**src/rtl/nand_pfq_pkg.sv**
```systemverilog
// Shared constants and types for the NAND prefetch/write-posting engine.
// Assumes a byte-wide flash bus and a fixed 32-bit status word layout.
package nand_pfq_pkg;
    localparam int CNT_W     = 14;  // width of the remaining-count field
    localparam int AVAIL_W   = 7;   // width of the available-bytes field
    localparam int AVAIL_LSB = 24;  // bit position of the available field
    localparam int HRD_BYTES = 4;   // bytes per host read word
    localparam int HWR_BYTES = 2;   // bytes per host write word
    localparam int LANES     = 4;   // widest beat into or out of the FIFO

    typedef enum logic {
        DIR_READ  = 1'b0,
        DIR_WRITE = 1'b1
    } pfq_dir_e;
endpackage

```
**src/rtl/nand_pfq_fifo.sv**
```systemverilog
// Byte FIFO with multi-byte push and pop. Each cycle it accepts 0..LANES
// bytes and releases 0..LANES bytes. It always shows the LANES bytes at the
// head. Assumes DEPTH is a power of two and that the caller never pushes
// past full or pops past empty. A flush empties it in one cycle.
module nand_pfq_fifo #(
    parameter int DEPTH = 64,
    parameter int LANES = 4,
    parameter int PTR_W = $clog2(DEPTH),
    parameter int LVL_W = $clog2(DEPTH + 1),
    parameter int N_W   = $clog2(LANES + 1)
) (
    input  logic               clk,
    input  logic               rst_n,
    input  logic               flush,
    input  logic [N_W-1:0]     push_n,
    input  logic [8*LANES-1:0] push_data,
    input  logic [N_W-1:0]     pop_n,
    output logic [8*LANES-1:0] head_data,
    output logic [LVL_W-1:0]   level
);
    logic [7:0]       mem [DEPTH];
    logic [PTR_W-1:0] wr_ptr;
    logic [PTR_W-1:0] rd_ptr;

    // Advance pointers and fill level; a flush or reset empties the queue.
    always_ff @(posedge clk) begin
        if (!rst_n || flush) begin
            wr_ptr <= '0;
            rd_ptr <= '0;
            level  <= '0;
        end else begin
            wr_ptr <= wr_ptr + PTR_W'(push_n);
            rd_ptr <= rd_ptr + PTR_W'(pop_n);
            level  <= level + LVL_W'(push_n) - LVL_W'(pop_n);
        end
    end

    // Store the pushed bytes at consecutive slots starting at the write pointer.
    always_ff @(posedge clk) begin
        for (int i = 0; i < LANES; i++) begin
            if (i < int'(push_n)) begin
                mem[wr_ptr + PTR_W'(i)] <= push_data[8*i +: 8];
            end
        end
    end

    // Present the head bytes, oldest in the lowest lane.
    for (genvar g = 0; g < LANES; g++) begin : g_head
        assign head_data[8*g +: 8] = mem[rd_ptr + PTR_W'(g)];
    end
endmodule

```
**src/rtl/nand_pfq_flash.sv**
```systemverilog
// Flash-side beat generator. In read mode it captures one byte whenever the
// bus is ready, the FIFO has space and bytes remain to fetch. In write mode
// it emits the oldest FIFO byte whenever the bus is ready and the FIFO is
// not empty. Assumes the flash completes a beat in the cycle flash_rdy_i
// is high.
module nand_pfq_flash #(
    parameter int DEPTH = 64,
    parameter int LVL_W = $clog2(DEPTH + 1)
) (
    input  logic             dir_wr,
    input  logic             fetch_pending,
    input  logic [LVL_W-1:0] level,
    input  logic             flash_rdy_i,
    input  logic [7:0]       head_byte,
    output logic             flash_rd_o,
    output logic             flash_wr_o,
    output logic [7:0]       flash_dout_o
);
    // Decide which flash beat, if any, happens this cycle.
    always_comb begin
        flash_rd_o   = !dir_wr && fetch_pending && (level < LVL_W'(DEPTH)) && flash_rdy_i;
        flash_wr_o   = dir_wr && (level != '0) && flash_rdy_i;
        flash_dout_o = head_byte;
    end
endmodule

```
**src/rtl/nand_pfq_dma.sv**
```systemverilog
// Per-frame DMA request tracker. A frame opens when the FIFO holds (read) or
// can take (write) min(FRAME_BYTES, bytes the host still has to move). It
// closes once the host has moved that many bytes. Assumes FRAME_BYTES does
// not exceed the FIFO depth. A frame never opens in a cycle with a host
// access, so its size is always sized against a stable fill.
module nand_pfq_dma #(
    parameter int FIFO_BYTES  = 64,
    parameter int FRAME_BYTES = 64,
    parameter int CNT_W       = 14,
    parameter int LVL_W       = $clog2(FIFO_BYTES + 1)
) (
    input  logic             clk,
    input  logic             rst_n,
    input  logic             clear,
    input  logic             enable,
    input  logic             dir_wr,
    input  logic [LVL_W-1:0] level,
    input  logic [CNT_W-1:0] host_left,
    input  logic             host_acc,
    input  logic [2:0]       acc_bytes,
    output logic             dma_req_o
);
    logic             in_frame;
    logic [CNT_W-1:0] frame_left;
    logic [CNT_W-1:0] need;
    logic [CNT_W-1:0] room;
    logic             ready_to_open;

    // Size of the next frame and whether the FIFO can serve it now.
    always_comb begin
        need          = (host_left < CNT_W'(FRAME_BYTES)) ? host_left : CNT_W'(FRAME_BYTES);
        room          = dir_wr ? CNT_W'(LVL_W'(FIFO_BYTES) - level) : CNT_W'(level);
        ready_to_open = enable && (host_left != '0) && (room >= need) && !host_acc;
    end

    // Open a frame, count host bytes against it, and close it when done.
    always_ff @(posedge clk) begin
        if (!rst_n || clear) begin
            in_frame   <= 1'b0;
            frame_left <= '0;
        end else if (in_frame) begin
            if (host_acc) begin
                if (frame_left <= CNT_W'(acc_bytes)) begin
                    in_frame   <= 1'b0;
                    frame_left <= '0;
                end else begin
                    frame_left <= frame_left - CNT_W'(acc_bytes);
                end
            end
        end else if (ready_to_open) begin
            in_frame   <= 1'b1;
            frame_left <= need;
        end
    end

    assign dma_req_o = in_frame;
endmodule

```
**src/rtl/nand_pfq_engine.sv**
```systemverilog
// Top of the NAND prefetch/write-posting engine. It holds the transfer
// configuration and the two byte counters: bytes left on the flash side and
// bytes left on the host side. It gates host accesses and builds the status
// word. Assumes the host moves 32-bit words in read mode and 16-bit words
// in write mode.
module nand_pfq_engine
    import nand_pfq_pkg::*;
#(
    parameter int FIFO_BYTES  = 64,
    parameter int FRAME_BYTES = 64
) (
    input  logic             clk,
    input  logic             rst_n,
    input  logic             start_i,
    input  logic             stop_i,
    input  logic             cfg_write_i,
    input  logic [CNT_W-1:0] cfg_count_i,
    input  logic             cfg_dma_i,
    output logic             start_rej_o,
    output logic [31:0]      status_o,
    input  logic             hrd_i,
    output logic [31:0]      hrd_data_o,
    input  logic             hwr_i,
    input  logic [15:0]      hwr_data_i,
    output logic             dma_req_o,
    input  logic             flash_rdy_i,
    output logic             flash_rd_o,
    input  logic [7:0]       flash_din_i,
    output logic             flash_wr_o,
    output logic [7:0]       flash_dout_o
);
    localparam int LVL_W = $clog2(FIFO_BYTES + 1);
    localparam int N_W   = $clog2(LANES + 1);

    pfq_dir_e         dir_q;
    logic             dma_en_q;
    logic [CNT_W-1:0] flash_left;
    logic [CNT_W-1:0] host_left;
    logic [CNT_W-1:0] remaining;
    logic             busy;
    logic             dir_wr;
    logic             start_ok;
    logic [CNT_W-1:0] start_count;

    logic [LVL_W-1:0]   level;
    logic [LVL_W-1:0]   free_bytes;
    logic [8*LANES-1:0] head_data;
    logic [N_W-1:0]     push_n;
    logic [N_W-1:0]     pop_n;
    logic [8*LANES-1:0] push_data;
    logic               flush;

    logic             rd_acc;
    logic             wr_acc;
    logic             host_acc;
    logic [2:0]       acc_bytes;
    logic [LVL_W-1:0] avail;

    // Transfer progress and the gating of host accesses.
    always_comb begin
        dir_wr      = (dir_q == DIR_WRITE);
        remaining   = dir_wr ? flash_left : host_left;
        busy        = (remaining != '0);
        free_bytes  = LVL_W'(FIFO_BYTES) - level;
        start_ok    = start_i && !stop_i && !busy;
        start_count = cfg_write_i ? (cfg_count_i & ~CNT_W'(HWR_BYTES - 1))
                                  : (cfg_count_i & ~CNT_W'(HRD_BYTES - 1));
        rd_acc      = busy && !dir_wr && hrd_i && (level >= LVL_W'(HRD_BYTES));
        wr_acc      = busy && dir_wr && hwr_i && (host_left >= CNT_W'(HWR_BYTES))
                      && (free_bytes >= LVL_W'(HWR_BYTES));
        host_acc    = rd_acc || wr_acc;
        acc_bytes   = rd_acc ? 3'(HRD_BYTES) : (wr_acc ? 3'(HWR_BYTES) : 3'd0);
        flush       = stop_i || start_ok;
    end

    // Route the FIFO push and pop ports according to the direction.
    always_comb begin
        if (dir_wr) begin
            push_n    = wr_acc ? N_W'(HWR_BYTES) : '0;
            push_data = {{(8*LANES-16){1'b0}}, hwr_data_i};
            pop_n     = flash_wr_o ? N_W'(1) : '0;
        end else begin
            push_n    = flash_rd_o ? N_W'(1) : '0;
            push_data = {{(8*LANES-8){1'b0}}, flash_din_i};
            pop_n     = rd_acc ? N_W'(HRD_BYTES) : '0;
        end
    end

    // Load, advance or clear the configuration and both byte counters.
    always_ff @(posedge clk) begin
        if (!rst_n || stop_i) begin
            dir_q      <= DIR_READ;
            dma_en_q   <= 1'b0;
            flash_left <= '0;
            host_left  <= '0;
        end else if (start_ok) begin
            dir_q      <= cfg_write_i ? DIR_WRITE : DIR_READ;
            dma_en_q   <= cfg_dma_i;
            flash_left <= start_count;
            host_left  <= start_count;
        end else begin
            if (flash_rd_o || flash_wr_o) begin
                flash_left <= flash_left - CNT_W'(1);
            end
            if (host_acc) begin
                host_left <= host_left - CNT_W'(acc_bytes);
            end
        end
    end

    // Flag a start that arrived while a transfer was still in progress.
    always_ff @(posedge clk) begin
        if (!rst_n) begin
            start_rej_o <= 1'b0;
        end else begin
            start_rej_o <= start_i && !stop_i && busy;
        end
    end

    // Assemble the status word from the two fixed fields.
    always_comb begin
        avail    = busy ? (dir_wr ? free_bytes : level) : '0;
        status_o = '0;
        status_o[CNT_W-1:0]             = remaining;
        status_o[AVAIL_LSB +: AVAIL_W]  = AVAIL_W'(avail);
        hrd_data_o = 32'(head_data);
    end

    nand_pfq_fifo #(
        .DEPTH (FIFO_BYTES),
        .LANES (LANES)
    ) u_fifo (
        .clk       (clk),
        .rst_n     (rst_n),
        .flush     (flush),
        .push_n    (push_n),
        .push_data (push_data),
        .pop_n     (pop_n),
        .head_data (head_data),
        .level     (level)
    );

    nand_pfq_flash #(
        .DEPTH (FIFO_BYTES)
    ) u_flash (
        .dir_wr        (dir_wr),
        .fetch_pending (!dir_wr && (flash_left != '0)),
        .level         (level),
        .flash_rdy_i   (flash_rdy_i),
        .head_byte     (head_data[7:0]),
        .flash_rd_o    (flash_rd_o),
        .flash_wr_o    (flash_wr_o),
        .flash_dout_o  (flash_dout_o)
    );

    nand_pfq_dma #(
        .FIFO_BYTES  (FIFO_BYTES),
        .FRAME_BYTES (FRAME_BYTES),
        .CNT_W       (CNT_W)
    ) u_dma (
        .clk       (clk),
        .rst_n     (rst_n),
        .clear     (flush),
        .enable    (dma_en_q && busy),
        .dir_wr    (dir_wr),
        .level     (level),
        .host_left (host_left),
        .host_acc  (host_acc),
        .acc_bytes (acc_bytes),
        .dma_req_o (dma_req_o)
    );
endmodule

```
**config.mk**
```make
export PLATFORM = sky130hd
export DESIGN_NAME = nand_pfq_engine
export DESIGN_NICKNAME = d
export VERILOG_FILES = /design/src/rtl/nand_pfq_pkg.sv /design/src/rtl/nand_pfq_fifo.sv /design/src/rtl/nand_pfq_flash.sv /design/src/rtl/nand_pfq_dma.sv /design/src/rtl/nand_pfq_engine.sv
export SDC_FILE = /design/constraint.sdc
export NUM_CORES = 2
export LEC_CHECK = 0
export BUFFER_PORTS_ARGS = -buffer_cell sky130_fd_sc_hd__buf_2
export CAP_MARGIN = 10
export CORE_ASPECT_RATIO = 1.75
export CORE_MARGIN = 4
export CORE_UTILIZATION = 58
export CTS_CLUSTER_DIAMETER = 150
export DETAILED_ROUTE_END_ITERATION = 12
export PLACE_DENSITY = 0.75
export SLEW_MARGIN = 15
export SYNTH_ARGS = -nofsm -noshare
export SYNTH_HDL_FRONTEND = slang
export SYNTH_SLANG_ARGS = --single-unit
```
**constraint.sdc**
```tcl
create_clock -name clk -period 5.8 [get_ports clk]
set_clock_uncertainty 0.1 [all_clocks]
set_input_delay 0 -clock clk [delete_from_list [all_inputs] [get_ports clk]]
set_output_delay 0 -clock clk [all_outputs]
set_load 0.1 [all_outputs]
```
-- Word-level counts from Yosys, hierarchy flattened
Memories as Yosys holds them, arrays and structs flattened. A register that Yosys moved wholly into a read port is not among the register bits.
Index checks and enable logic that the tools add are counted.
- output and inout bits: 76
- memories: 1
- bits in writable memories: 512
- input port bits: 47
- register bits after elaboration: 65
- word-level logic and storage cells: 120
- $lt $le $gt $ge: 11
- reduce and logical (&&, ||, !) cells: 40
- eq/ne operators: 1
- mux-type cells: 42
- add/subtract/negate cells: 15
- memories (memory ; depth ; width ; read ports ; clocked after Yosys merged registers in ; wr ports ; line ; text):
    u_fifo.mem ; 64 ; 8 ; 4 ; 1 ; 2 ; nand_pfq_fifo.sv:21 ; logic [7:0] mem [DEPTH];
- operators by type and width (operator ; number):
    $mux 14 ; 11
    $reduce_bool 14->1 ; 3
    $sub 14x3->14 ; 2
    $add 6x2->6 const B ; 4
    $logic_and 1x1->1 ; 20
    $mux 6 ; 3
    $mux 1 ; 17
    $mux 16 ; 1
    $mux 8 ; 2
    $reduce_or 8->1 ; 2
    $ge 14x14->1 ; 1
    $ge 14x2->1 const B ; 1
    $le 14x3->1 ; 1
    $lt 14x7->1 const B ; 1
    $mux 7 ; 2
    $sub 14x1->14 const B ; 1
    $add 6x1->6 const B ; 2
    $add 6x3->6 ; 2
    $mux 3 ; 4
    $sub 7x7->8 const A ; 1
    $add 7x3->7 ; 1
    $ge 7x2->1 const B ; 1
    $ge 7x3->1 const B ; 1
    $lt 7x7->1 const B ; 1
    11 further kinds ; 24

-- Depth between registers and ports, before layout
- depth after elaboration: 14
- mapped depth: 18
- mapped depth without buffers: 16

-- Hierarchy
Synthesis repeated with hierarchy kept, for this count alone.
- cells, all modules: 5238
- area, all modules: 54039.3 um2
- by module, submodules not included (module ; seq. area each (um2) ; instances ; area an instance (um2) ; cells each):
    nand_pfq_fifo ; 15755.1 ; 1 ; 50013.0 ; 4740
    nand_pfq_engine ; 600.6 ; 1 ; 2346.0 ; 290
    nand_pfq_dma ; 300.3 ; 1 ; 1587.8 ; 195
    nand_pfq_flash ; 0.0 ; 1 ; 92.6 ; 13

-- Worst setup path after synthesis
Ideal clock, no wire load.
- path kind: register to register
- start: register u_fifo.level[3]
- end: memory u_fifo.mem[27][0] (enable)
- slack: 1.205 ns
- arrival: 4.111 ns
- cell stages (with the launch flop): 11
- path buffers: 1
- library setup time: 0.384 ns
- required time: 5.316 ns
- path through: dfxtp_1 buf_2 inv_1 ha_1 nor4b_1 a31oi_1 a311oi_2 a31o_2 nor2b_1 nand3_1 o21ai_0
- RTL lines (item ; line ; text):
    start: declaration ; nand_pfq_fifo.sv:19 ; output logic [LVL_W-1:0] level
    start signal: assignment ; nand_pfq_fifo.sv:34 ; level <= level + LVL_W'(push_n) - LVL_W'(pop_n);
    end: declaration ; nand_pfq_fifo.sv:21 ;

-- Worst setup path after layout
- start: register u_fifo.rd_ptr[1]
- end: output port hrd_data_o[15]
- longest elaborated chain between the ends: 2
- RTL lines (item ; line ; text):
    start: declaration ; nand_pfq_fifo.sv:23 ; logic [PTR_W-1:0] rd_ptr;
    start signal: assignment ; nand_pfq_fifo.sv:33 ; rd_ptr <= rd_ptr + PTR_W'(pop_n);
    $add 6x1->6 ; nand_pfq_fifo.sv:49 ; assign head_data[8*g +: 8] = mem[rd_ptr + PTR_W'(g)];
    $mem_v2 64x8 ; - ;
    end: declaration ; nand_pfq_engine.sv:22 ; output logic [31:0] hrd_data_o,
No other way between the ends.

==> impl_metrics.py <==
metrics = {
    "setup_path": {
        "r2r-start": "u_fifo.level[3]$_SDFF_PP0_",
        "cp_top_family": "multiplexers",
        "cp_common_cell": "mux4_2",
        "critPathMaxFanout": 50,
        "crit_slowest_cell": "dfxtp_4",
        "path_class": "flip-flop to output pin",
        "max_stage_delay_ns": 0.90,
        "r2r_slack_ns": 1.28,
        "r2r-end": "u_fifo.mem[11][6]$_DFFE_PP_",
        "cp.required_ns": 5.70,
        "startpoint_type": "flip-flop",
        "r2r_cells": 9,
        "crit_arrival_ns": 5.33,
        "endpoint_kind": "output pin",
        "crit_buf_inv": 3,
        "crit_chain": "inv_1, ha_4, buf_4, mux4_2, mux4_2, mux4_2, buf_2",
    },
    "clocking": {
        "cts.repair.resized": 0,
        "cts_num_sinks": 576,
        "cts_buffer_depth": 3,
        "root_buffer": "clkbuf_16",
        "cts_buffers": 53,
        "htree_levels": 2,
        "clk_latency_ns": 0.62,
        "cts_tree": "yes",
        "clkTransAtPathRegs_ns": 0.07,
    },
    "power_and_ir_drop": {
        "power_mw": 11.02,
        "p_per_area_mw_per_mm2": 234.9,
        "max-vdd-ir-drop_mv": 0.3283,
        "p_leak_nw": 15.78,
    },
    "logic_synthesis": {
        "synth_xor_area_share_pct": 1.130,
        "synth-simple-area-share_pct": 7.393,
        "yosys.area.top_type": "edfxtp_1",
        "ys_warn_count": 0,
        "synthCells": 3118,
        "synth.ff_latch_count": 576,
        "synth-edff-count": 512,
        "synth_top_cells_by_area": "edfxtp_1, mux4_2, mux2i_1, a21oi_1, dfxtp_1",
        "yosysMostFrequentCell": "mux4_2",
        "synth_compound_area_share_pct": 6.254,
        "synth_top_family_by_area": "multiplexers",
        "yosysTopAreaCellShare_pct": 35.51,
        "postSynthAreaPerCell_um2": 13.88,
        "yosys-top-cells-count": "mux4_2, edfxtp_1, nor2_1",
        "synth-async-reset-ratio_pct": 0,
        "synthAdderAreaFrac_pct": 1.457,
        "yosysUniqueCellTypes": 84,
        "synth-main-ff-cell": "edfxtp_1",
        "syn_area_mm2": 0.04329,
        "ys_seq_area_share_pct": 38.47,
        "synth.area.mux_share_pct": 41.33,
    },
    "sta": {
        "rsz0062_at_grt": "false",
        "fin_crit_sh_pct": 93.65,
        "relSlewSlack_pct": 16.14,
        "setup_tns_ns": 0,
        "hold_ws_ns": 0.04515,
        "fmax_ghz": 0.1841,
        "setup_viol": 0,
        "slew_viol_final": 0,
        "worst_slew_pin_slew_ns": 1.258,
        "final-hold-violation-count": 0,
        "timing.final.crit_period_ns": 5.432,
    },
    "min_path": {
        "hp-class": "input pin to flip-flop",
        "worstHoldStart": "flash_din_i[4]",
        "holdPathEnd": "u_fifo.mem[59][4]$_DFFE_PP_",
        "holdPathStages": 4,
    },
    "floorplan": {
        "num_rows": 132,
        "die_area_mm2": 0.07925,
        "die_h_um": 369.4,
        "ios": 123,
        "die_x_um": 214.5,
        "core_mm2": 0.07399,
        "initial_core_util_pct": 58.51,
    },
    "global_routing": {
        "grt_max_degree": 116,
        "grt_pass1_wl_um": 220000,
        "grt_pass1_vias": 32202,
        "grt.overflow.total": 0,
        "track_usage_pct": 38.07,
        "antenna_found_initial": 14,
    },
    "layout": {
        "nNetsFinal": 3201,
        "fin_cells": 4095,
        "area_growth_pct": 8.416,
        "fillerInstances": 5338,
        "drive_gt1_share_pct": 34.90,
        "multi_input_area_mm2": 0.02525,
        "regArea_mm2": 0.01667,
    },
    "placement": {
        "gp_congestion": 1.041,
        "dp.cells": 3964,
        "port_buffers": 110,
        "dpl.hpwl_um": 105200,
    },
    "outcome": {
        "status": "complete, no violations",
    },
    "routing": {
        "routed_wl_um": 152700,
        "vias": 32604,
        "wl_per_cell_um": 37.30,
        "drtIter0Drc": 5409,
        "drtPass1Iterations": 6,
        "viasPerCell": 7.962,
        "ant_nets": 0,
        "drcViolationCount": 0,
    },
    "run": {
        "cap_violations": 0,
    },
}
placed cells by master, fill, tap and decap left out, types with 10 or more instances in the layout:
| cell type | Yosys | final |
|---|---|---|
| nor3_1 | 24 | 22 |
| buf_2 | 94 | 110 |
| nand4_1 | 12 | 12 |
| and2_1 | 10 | 10 |
| a21oi_1 | 306 | 306 |
| and3_1 | 12 | 12 |
| nor2_1 | 336 | 333 |
| buf_4 | 28 | 118 |
| nand3_1 | 18 | 18 |
| nand2_2 | 10 | 18 |
| bufinv_16 | 0 | 11 |
| edfxtp_1 | 512 | 512 |
| nor3_2 | 12 | 13 |
| dlygate4sd3_1 | 0 | 25 |
| ha_1 | 44 | 42 |
| dfxtp_1 | 64 | 59 |
| mux4_2 | 648 | 648 |
| o22ai_1 | 32 | 32 |
| nand2b_1 | 10 | 10 |
| xor2_1 | 24 | 21 |
| conb_1 | 2 | 19 |
| clkbuf_16 | 0 | 54 |
| nor2b_1 | 17 | 17 |
| o21ai_0 | 61 | 58 |
| mux2_2 | 18 | 18 |
| nand2_1 | 65 | 57 |
| o21bai_1 | 21 | 21 |
| xnor2_1 | 30 | 26 |
| inv_1 | 34 | 34 |
| mux2i_1 | 308 | 300 |
sequential cells by signal, indices dropped and copies added, names as in the netlist:
name / cells
u_fifo.level: 7
u_dma.frame_left: 14
u_dma.dma_req_o: 1
u_fifo.mem: 512
flash_left: 14
dma_en_q: 1
host_left: 13
u_fifo.wr_ptr: 6
dir_q: 1
u_fifo.rd_ptr: 6
start_rej_o: 1
stage by stage:
step | instance area (um2) | util, % | setup WS [ns]
2_1_floorplan | 43360 | - | 1.205
3_3_place_gp | 44770 | 60.51 | 1.286
3_5_place_dp | 44800 | 60.54 | 1.127
4_1_cts | 46910 | 63.40 | 0.4667
5_1_grt | 46920 | 63.41 | 0.2809
6_report | 46940 | 63.44 | 0.3682
metal layers:
layer / GRT usage [%] / vias to the layer above / part of all wire, %
met2: 60.79 / 3101 / 47
met1: 41.06 / 16000 / 28
met3: 10.79 / 857 / 13
met5: 0 / - / 0.055
li1: - / 12634 / -
met4: 34.62 / 12 / 12
how the worst max path moves through the flow:
stage                           startpoint                     endpoint  cells past startpoint
2_1_floorplan   u_fifo.level[3]$_SDFF_PP0_  u_fifo.mem[27][0]$_DFFE_PP_                     10
3_3_place_gp   u_fifo.rd_ptr[1]$_SDFF_PP0_               hrd_data_o[15]                      7
3_5_place_dp   u_fifo.rd_ptr[1]$_SDFF_PP0_               hrd_data_o[15]                      7
4_1_cts        u_fifo.rd_ptr[1]$_SDFF_PP0_               hrd_data_o[15]                      7
5_1_grt        u_fifo.rd_ptr[1]$_SDFF_PP0_               hrd_data_o[15]                      7
6_report       u_fifo.rd_ptr[1]$_SDFF_PP0_               hrd_data_o[15]                      7
where the power goes:
group	switching, mW	internal [mW]
clock	1.66	2.22
combinational	1.72	0.717
sequential	0.100	4.60
total	3.49	7.54
worst reg2reg max path, cell delays in order, from the launching register on:
cell and delay (ns):
dfxtp_1 0.40, inv_1 0.13, ha_1 0.25, nor4b_1 0.49
a31oi_1 0.26, a311oi_2 0.35, a31o_2 0.24, nor2b_1 0.31
nand3_1 0.56, o21bai_1 1.03
cell families after synthesis:
group           Yosys count
flops                   576
other cells               2
compound gates          478
xor+xnor                 55
fa+ha+maj                48
mux                     975
simple gates            605
buf+inv                 379
repair_timing:
action / 4_1_cts / 5_1_grt
hold endpoints to repair: 50 / 0
hold buffers: 25 / 0
buffers inserted: 0 / 0
final cells by class:
type	instances	share of cell area (%)
Multi-Input combinational cell	2180	53.79
Inverter	35	0.2799
Timing Repair Buffer	260	3.892
Tap cell	938	2.500
Antenna cell	8	0.04265
Clock buffer	65	3.002
Clock inverter	33	0.9677
Sequential cell	576	35.52
No activity file was read; power rests on OpenSTA's default activity.
